**src/rtl/dram_ld_pkg.sv**
```systemverilog
`timescale 1ns/1ps
package dram_ld_pkg;

  typedef enum logic [1:0] {
    MUX_STATIC = 2'd0,
    MUX_TWO    = 2'd1,
    MUX_THREE  = 2'd2,
    MUX_FOUR   = 2'd3
  } mux_mode_e;

  // rows written per address (= byte bits consumed per pointer step)
  function automatic logic [2:0] rows_per_addr(mux_mode_e m);
    case (m)
      MUX_STATIC: rows_per_addr = 3'd1;
      MUX_TWO:    rows_per_addr = 3'd2;
      MUX_THREE:  rows_per_addr = 3'd3;
      default:    rows_per_addr = 3'd4;
    endcase
  endfunction

  function automatic logic has_alt_bank(mux_mode_e m);
    has_alt_bank = (m == MUX_STATIC) || (m == MUX_TWO);
  endfunction

endpackage

```
**src/rtl/dram_ld_ptr.sv**
```systemverilog
`timescale 1ns/1ps
module dram_ld_ptr #(
  parameter int DEPTH = 24,
  parameter int PTR_W = 5,
  parameter int SUB_W = 3
) (
  input  logic             clk_i,
  input  logic             rst_ni,
  input  logic             adv_i,
  input  logic             ld_ptr_i,
  input  logic [PTR_W-1:0] ptr_val_i,
  input  logic             ld_sub_i,
  input  logic [SUB_W-1:0] sub_val_i,
  output logic [PTR_W-1:0] ptr_o,
  output logic [SUB_W-1:0] sub_o
);

  localparam logic [PTR_W-1:0] LAST = PTR_W'(DEPTH - 1);
  localparam logic [PTR_W-1:0] LIM  = PTR_W'(DEPTH);

  logic [PTR_W-1:0] ptr_q;
  logic [SUB_W-1:0] sub_q;
  logic             wrap;

  assign wrap = (ptr_q == LAST);

  always_ff @(posedge clk_i or negedge rst_ni) begin
    if (!rst_ni) begin
      ptr_q <= '0;
      sub_q <= '0;
    end else if (adv_i) begin
      if (wrap) begin
        ptr_q <= '0;
        sub_q <= sub_q + 1'b1;
      end else begin
        ptr_q <= ptr_q + 1'b1;
      end
    end else begin
      if (ld_ptr_i) ptr_q <= (ptr_val_i < LIM) ? ptr_val_i : '0;
      if (ld_sub_i) sub_q <= sub_val_i;
    end
  end

  assign ptr_o = ptr_q;
  assign sub_o = sub_q;

endmodule

```
**src/rtl/dram_ld_seq.sv**
```systemverilog
`timescale 1ns/1ps
module dram_ld_seq
  import dram_ld_pkg::*;
#(
  parameter int BYTE_W = 8,
  parameter int ROWS   = 4,
  parameter int CNT_W  = 4
) (
  input  logic              clk_i,
  input  logic              rst_ni,
  input  logic              byte_valid_i,
  input  logic [BYTE_W-1:0] byte_i,
  input  mux_mode_e         mode_i,
  input  logic              bank_i,
  output logic              busy_o,
  output logic [ROWS-1:0]   head_o,
  output logic [CNT_W-1:0]  take_o,
  output mux_mode_e         mode_o,
  output logic              bank_o
);

  logic              active_q;
  logic [BYTE_W-1:0] sh_q;
  logic [CNT_W-1:0]  rem_q;
  mux_mode_e         mode_q;
  logic              bank_q;
  logic [CNT_W-1:0]  step;
  logic [CNT_W-1:0]  take;

  assign step = CNT_W'(rows_per_addr(mode_q));
  // last address of a three-way byte only has the leftover bits
  assign take = (rem_q < step) ? rem_q : step;

  always_ff @(posedge clk_i or negedge rst_ni) begin
    if (!rst_ni) begin
      active_q <= 1'b0;
      sh_q     <= '0;
      rem_q    <= '0;
      mode_q   <= MUX_FOUR;
      bank_q   <= 1'b0;
    end else if (active_q) begin
      sh_q  <= sh_q << step;
      rem_q <= rem_q - take;
      if (rem_q == take) active_q <= 1'b0;
    end else if (byte_valid_i) begin
      active_q <= 1'b1;
      sh_q     <= byte_i;
      rem_q    <= CNT_W'(BYTE_W);
      mode_q   <= mode_i;
      bank_q   <= bank_i;
    end
  end

  assign busy_o = active_q;
  assign head_o = sh_q[BYTE_W-1 -: ROWS];
  assign take_o = take;
  assign mode_o = mode_q;
  assign bank_o = bank_q;

endmodule

```
**src/rtl/dram_ld_pack.sv**
```systemverilog
`timescale 1ns/1ps
module dram_ld_pack
  import dram_ld_pkg::*;
#(
  parameter int ROWS  = 4,
  parameter int CNT_W = 4
) (
  input  logic [ROWS-1:0]  head_i,
  input  logic [CNT_W-1:0] take_i,
  input  mux_mode_e        mode_i,
  input  logic             bank_i,
  output logic [ROWS-1:0]  mask_o,
  output logic [ROWS-1:0]  data_o
);

  localparam int OFF = ROWS / 2;

  logic [ROWS-1:0] raw_mask;
  logic [ROWS-1:0] raw_data;
  logic            alt;

  // head_i[ROWS-1] is the next (most significant) unconsumed bit -> row 0
  for (genvar r = 0; r < ROWS; r++) begin : g_row
    assign raw_mask[r] = (CNT_W'(r) < take_i);
    assign raw_data[r] = head_i[ROWS-1-r] & raw_mask[r];
  end

  assign alt    = bank_i & has_alt_bank(mode_i);
  assign mask_o = alt ? (raw_mask << OFF) : raw_mask;
  assign data_o = alt ? (raw_data << OFF) : raw_data;

endmodule

```
**src/rtl/disp_ram_loader.sv**
```systemverilog
`timescale 1ns/1ps
module disp_ram_loader
  import dram_ld_pkg::*;
#(
  parameter int DEPTH  = 24,
  parameter int ROWS   = 4,
  parameter int BYTE_W = 8,
  parameter int SUB_W  = 3,
  localparam int PTR_W = $clog2(DEPTH),
  localparam int CNT_W = $clog2(BYTE_W + 1)
) (
  input  logic              clk_i,
  input  logic              rst_ni,
  input  logic [BYTE_W-1:0] byte_i,
  input  logic              byte_valid_i,
  input  logic [1:0]        mode_i,
  input  logic              bank_i,
  input  logic              ptr_load_i,
  input  logic [PTR_W-1:0]  ptr_val_i,
  input  logic              sub_load_i,
  input  logic [SUB_W-1:0]  sub_val_i,
  input  logic [SUB_W-1:0]  strap_i,
  output logic              busy_o,
  output logic              wr_en_o,
  output logic [PTR_W-1:0]  wr_addr_o,
  output logic [ROWS-1:0]   wr_mask_o,
  output logic [ROWS-1:0]   wr_data_o
);

  logic             busy;
  logic [ROWS-1:0]  head;
  logic [CNT_W-1:0] take;
  mux_mode_e        mode_q;
  logic             bank_q;
  logic [PTR_W-1:0] ptr;
  logic [SUB_W-1:0] sub;

  dram_ld_seq #(
    .BYTE_W(BYTE_W), .ROWS(ROWS), .CNT_W(CNT_W)
  ) u_seq (
    .clk_i       (clk_i),
    .rst_ni      (rst_ni),
    .byte_valid_i(byte_valid_i),
    .byte_i      (byte_i),
    .mode_i      (mux_mode_e'(mode_i)),
    .bank_i      (bank_i),
    .busy_o      (busy),
    .head_o      (head),
    .take_o      (take),
    .mode_o      (mode_q),
    .bank_o      (bank_q)
  );

  dram_ld_ptr #(
    .DEPTH(DEPTH), .PTR_W(PTR_W), .SUB_W(SUB_W)
  ) u_ptr (
    .clk_i    (clk_i),
    .rst_ni   (rst_ni),
    .adv_i    (busy),
    .ld_ptr_i (ptr_load_i & ~busy),
    .ptr_val_i(ptr_val_i),
    .ld_sub_i (sub_load_i & ~busy),
    .sub_val_i(sub_val_i),
    .ptr_o    (ptr),
    .sub_o    (sub)
  );

  dram_ld_pack #(
    .ROWS(ROWS), .CNT_W(CNT_W)
  ) u_pack (
    .head_i(head),
    .take_i(take),
    .mode_i(mode_q),
    .bank_i(bank_q),
    .mask_o(wr_mask_o),
    .data_o(wr_data_o)
  );

  assign busy_o    = busy;
  assign wr_en_o   = busy & (sub == strap_i);
  assign wr_addr_o = ptr;

endmodule

```
**config.mk**
```make
export PLATFORM = sky130hd
export DESIGN_NAME = disp_ram_loader
export DESIGN_NICKNAME = d
export VERILOG_FILES = /design/src/rtl/dram_ld_pkg.sv /design/src/rtl/dram_ld_ptr.sv /design/src/rtl/dram_ld_seq.sv /design/src/rtl/dram_ld_pack.sv /design/src/rtl/disp_ram_loader.sv
export SDC_FILE = /design/constraint.sdc
export NUM_CORES = 1
export LEC_CHECK = 0
export BUFFER_PORTS_ARGS = -buffer_cell sky130_fd_sc_hd__buf_2
export CAP_MARGIN = 40
export CELL_PAD_IN_SITES_DETAIL_PLACEMENT = 1
export CELL_PAD_IN_SITES_GLOBAL_PLACEMENT = 2
export CORE_ASPECT_RATIO = 0.75
export CORE_MARGIN = 2
export CORE_UTILIZATION = 30
export DETAILED_ROUTE_END_ITERATION = 7
export GPL_TIMING_DRIVEN = 0
export PLACE_DENSITY_LB_ADDON = 0.1
export SYNTH_ARGS = -nofsm -noshare
export SYNTH_HDL_FRONTEND = slang
export SYNTH_SLANG_ARGS = --single-unit
```
**constraint.sdc**
```tcl
create_clock -name clk_i -period 11.03 [get_ports clk_i]
set_input_delay 0 -clock clk_i [delete_from_list [all_inputs] [get_ports clk_i]]
set_output_delay 0 -clock clk_i [all_outputs]
set_load 0.02 [all_outputs]
```
==> impl_metrics.py <==
metrics = {
    "outcome": {
        "outcome": "complete, no violations",
    },
    "cts": {
        "clock-sinks": 24,
        "cts_tree": "done",
        "clkLatencyLatePin_ns": 0.27,
        "h-tree-depth": 1,
        "post_cts_buffers": 0,
        "cts_buffers": 3,
        "path_clk_slew_ns": 0.09,
        "cts.repair.resized": 0,
        "clockBufferDepth": 2,
        "cts_root_buf": "clkbuf_8",
        "postCtsHoldBufs": 4,
    },
    "finish": {
        "finalNetCount": 285,
        "antenna_cells": 0,
        "layout-drive-gt1-share": 0.258,
        "area_growth_pct": 21.5,
    },
    "timing": {
        "rsz0062_at_grt": "no",
        "fin_crit_ns": 4.00,
        "setup_violations": 0,
        "fin_worst_skew_ns": 0.00264,
        "setup_tns_ns": 0,
        "setup_ws_ns": 7.03,
        "hold_viol": 0,
        "drv_slew": 0,
        "max_freq_mhz": 250,
        "slew_headroom": 0.590,
        "min_period_over_period": 0.362,
        "worst_pin_slew_ns": 0.615,
    },
    "power_and_ir_drop": {
        "combPwrFrac": 0.692,
        "p_per_area_nw_per_um2": 364,
        "internal-power_uw": 402,
        "ir_worst_vdd_mv": 0.0845,
        "netSwitchingPower_uw": 407,
        "pwr-share-seq": 0.230,
        "clock_power_share": 0.078,
        "p_leak_uw": 0.00103,
        "switching_share": 0.503,
        "power_uw": 809,
    },
    "global_route": {
        "grt_max_degree": 25,
        "grt_pass1_vias": 1594,
        "grt_antenna_before_repair": 0,
        "grt_pass1_wl_mm": 8.32,
        "overflow": 0,
        "grt_usage": 0.158,
    },
    "setup_path": {
        "r2r_slack_ns": 7.03,
        "worst_ep_required_time_ns": 11.18,
        "critical_path_class": "flop to flop",
        "cpPeakStageDelay_ns": 0.60,
        "endpoint_kind": "flop",
        "path_cells": "buf_2 -> inv_1 -> ha_1 -> buf_2 -> buf_2 -> inv_1 -> ha_1 -> o211ai_2 -> a211oi_1 -> or2_2 -> ha_1 -> inv_1 -> fa_1 -> xor2_1 -> nand2_1 -> o21ai_0",
        "path_buf_inv": 6,
        "start_kind": "flop",
        "cp.arrival_ns": 4.15,
        "cp_max_fo": 10,
        "critPathSlowestCell": "dfstp_2",
        "cp_top_family": "adder cells",
    },
    "place": {
        "dp_slack_ns": 7.02,
        "place_congestion": 0.702,
        "io_buffers": 40,
        "hpwl_mm": 3.83,
    },
    "die": {
        "die-area_um2": 6740,
        "die_h_um": 71.6,
        "fp.coreArea_um2": 5860,
        "die_w_um": 94.1,
        "start_util": 0.312,
        "rows": 24,
        "io_pins": 42,
    },
    "synthesis": {
        "synth_cell_types": 52,
        "synthFlopType": "dfrtp_1",
        "ys_ff_latch": 24,
        "synth-edff-count": 0,
        "synth_area_leader_cell": "dfrtp_1",
        "synthTopCellsByCount": "22 x dfrtp_1, 22 x nand2_1, 18 x mux2i_1",
        "synthesis.nets": 236,
        "yosysTopAreaCellShare": 0.301,
        "async_flop_share": 1.00,
        "synth_area_um2": 1830,
        "synth_cells": 196,
        "avgSynthCellArea_um2": 9.33,
        "ys_seq_area_frac": 0.330,
        "yosysWarnings": 0,
        "synthTopCellsByArea": "dfrtp_1 30%, mux2i_1 9.9%, ha_1 8.2%, nand2_1 4.5%, o21ai_0 3.6%",
    },
    "worst_hold_path": {
        "min_path_type": "input pin to flop",
    },
    "drt": {
        "post_drt_wl_per_cell_um": 15.6,
        "drc_errors": 0,
        "drtIter0Drc": 48,
        "ant_nets": 0,
        "wl_mm": 5.02,
        "dr.pass1.iters": 4,
        "vias": 1616,
        "drt-vias-per-instance": 5.02,
    },
    "flow_run": {
        "maxCapViolations": 0,
    },
}
[logic make-up after synthesis]
| family | count (synthesis) | share of synthesized area |
|---|---|---|
| buffers and inverters | 19 | 0.0431 |
| XOR/XNOR | 6 | 0.0287 |
| AO/OA/AOI/OAI | 52 | 0.216 |
| flip-flops | 24 | 0.330 |
| adder cells (fa/ha/maj) | 13 | 0.0931 |
| AND/OR/NAND/NOR | 61 | 0.166 |
| multiplexers | 21 | 0.123 |
[path summary, 6_finish.rpt]
check                                start             end  depth (start not counted)
min in group asynchronous           rst_ni  u_seq.rem_q[1]                          2
hold reg to reg               u_seq.bank_o    u_seq.bank_o                          1
hold / removal                   byte_i[7]   u_seq.sh_q[7]                          3
setup reg to reg           u_seq.mode_o[0]  u_seq.rem_q[2]                         16
setup / recovery           u_seq.mode_o[0]  u_seq.rem_q[2]                         16
max in group asynchronous           rst_ni  u_ptr.sub_o[0]                          2
[per-stage QoR]
| step | std cells | hold slack (ns) | area [µm²] | util |
|---|---|---|---|---|
| 2_1_floorplan | 196 | -0.296 | 1830 | - |
| 3_3_place_gp | 314 | 0.0453 | 2130 | 0.363 |
| 3_5_place_dp | 314 | 0.0478 | 2130 | 0.363 |
| 4_1_cts | 322 | 0.00704 | 2220 | 0.379 |
| 5_1_grt | 322 | 0.0139 | 2220 | 0.379 |
| 6_report | 322 | 0.00990 | 2220 | 0.379 |
[worst reg2reg max path: stages (launching register included)]
cell,delay [ns]
dfstp_2,0.60
buf_2,0.23
inv_1,0.15
ha_1,0.30
buf_2,0.19
buf_2,0.28
inv_1,0.07
ha_1,0.28
o211ai_2,0.16
a211oi_1,0.48
or2_2,0.22
ha_1,0.18
inv_1,0.06
fa_1,0.37
xor2_1,0.15
nand2_1,0.07
o21ai_0,0.08
[layout by cell type, fill, tap and decap left out, types with 2 or more instances in the layout]
cell type      instances
a211oi_1               2
a21o_1                 2
a21oi_1                4
a311oi_1               2
a31o_1                 2
a31oi_1                2
and3_2                 2
buf_2                 46
clkbuf_1               4
clkbuf_8               4
dfrtp_1               22
dfstp_2                2
dlygate4sd3_1          4
ha_1                  12
inv_1                  8
mux2i_1               18
nand2_1               22
nand2b_1               4
nand3_1                4
nand4b_1               3
nor2_1                11
nor2b_1                5
nor3_1                 3
nor3b_1                2
o211ai_1               5
o21a_1                 2
o21ai_0               13
o22ai_1                3
or2_2                  2
xnor2_1                2
xor2_1                 4
[cell type report]
class                      count  area [µm²]
fill                         715        3630
multi-input combinational    153        1150
sequential                    24         603
timing repair buffer          44         240
tap                           78        97.6
clock buffer                   4        55.1
buffer                        11        48.8
inverter                       8        30.0
[per-layer routing]
metal  GRT usage  share of wire  vias up
li1            -              -      811
met2       0.235           0.44       20
met5           0              0        -
met3      0.0305          0.030        2
met1       0.244           0.53      783
met4      0.0193         0.0038        0
[power groups by stage]
stage	clock [µW]	combinational [µW]	sequential, µW
floorplan	0	417	185
global placement	0	562	188
detailed placement	0	565	188
CTS	66.6	570	187
global route	70.6	633	195
finish	63.0	561	186
[registers in the layout, summed over array words and instances, names as in the netlist]
name	cells
u_seq.rem_q	4
u_seq.mode_o	2
u_ptr.sub_o	3
u_ptr.ptr_o	5
u_seq.busy_o	1
u_seq.sh_q	8
u_seq.bank_o	1
No activity file was read; power rests on OpenSTA's default activity.
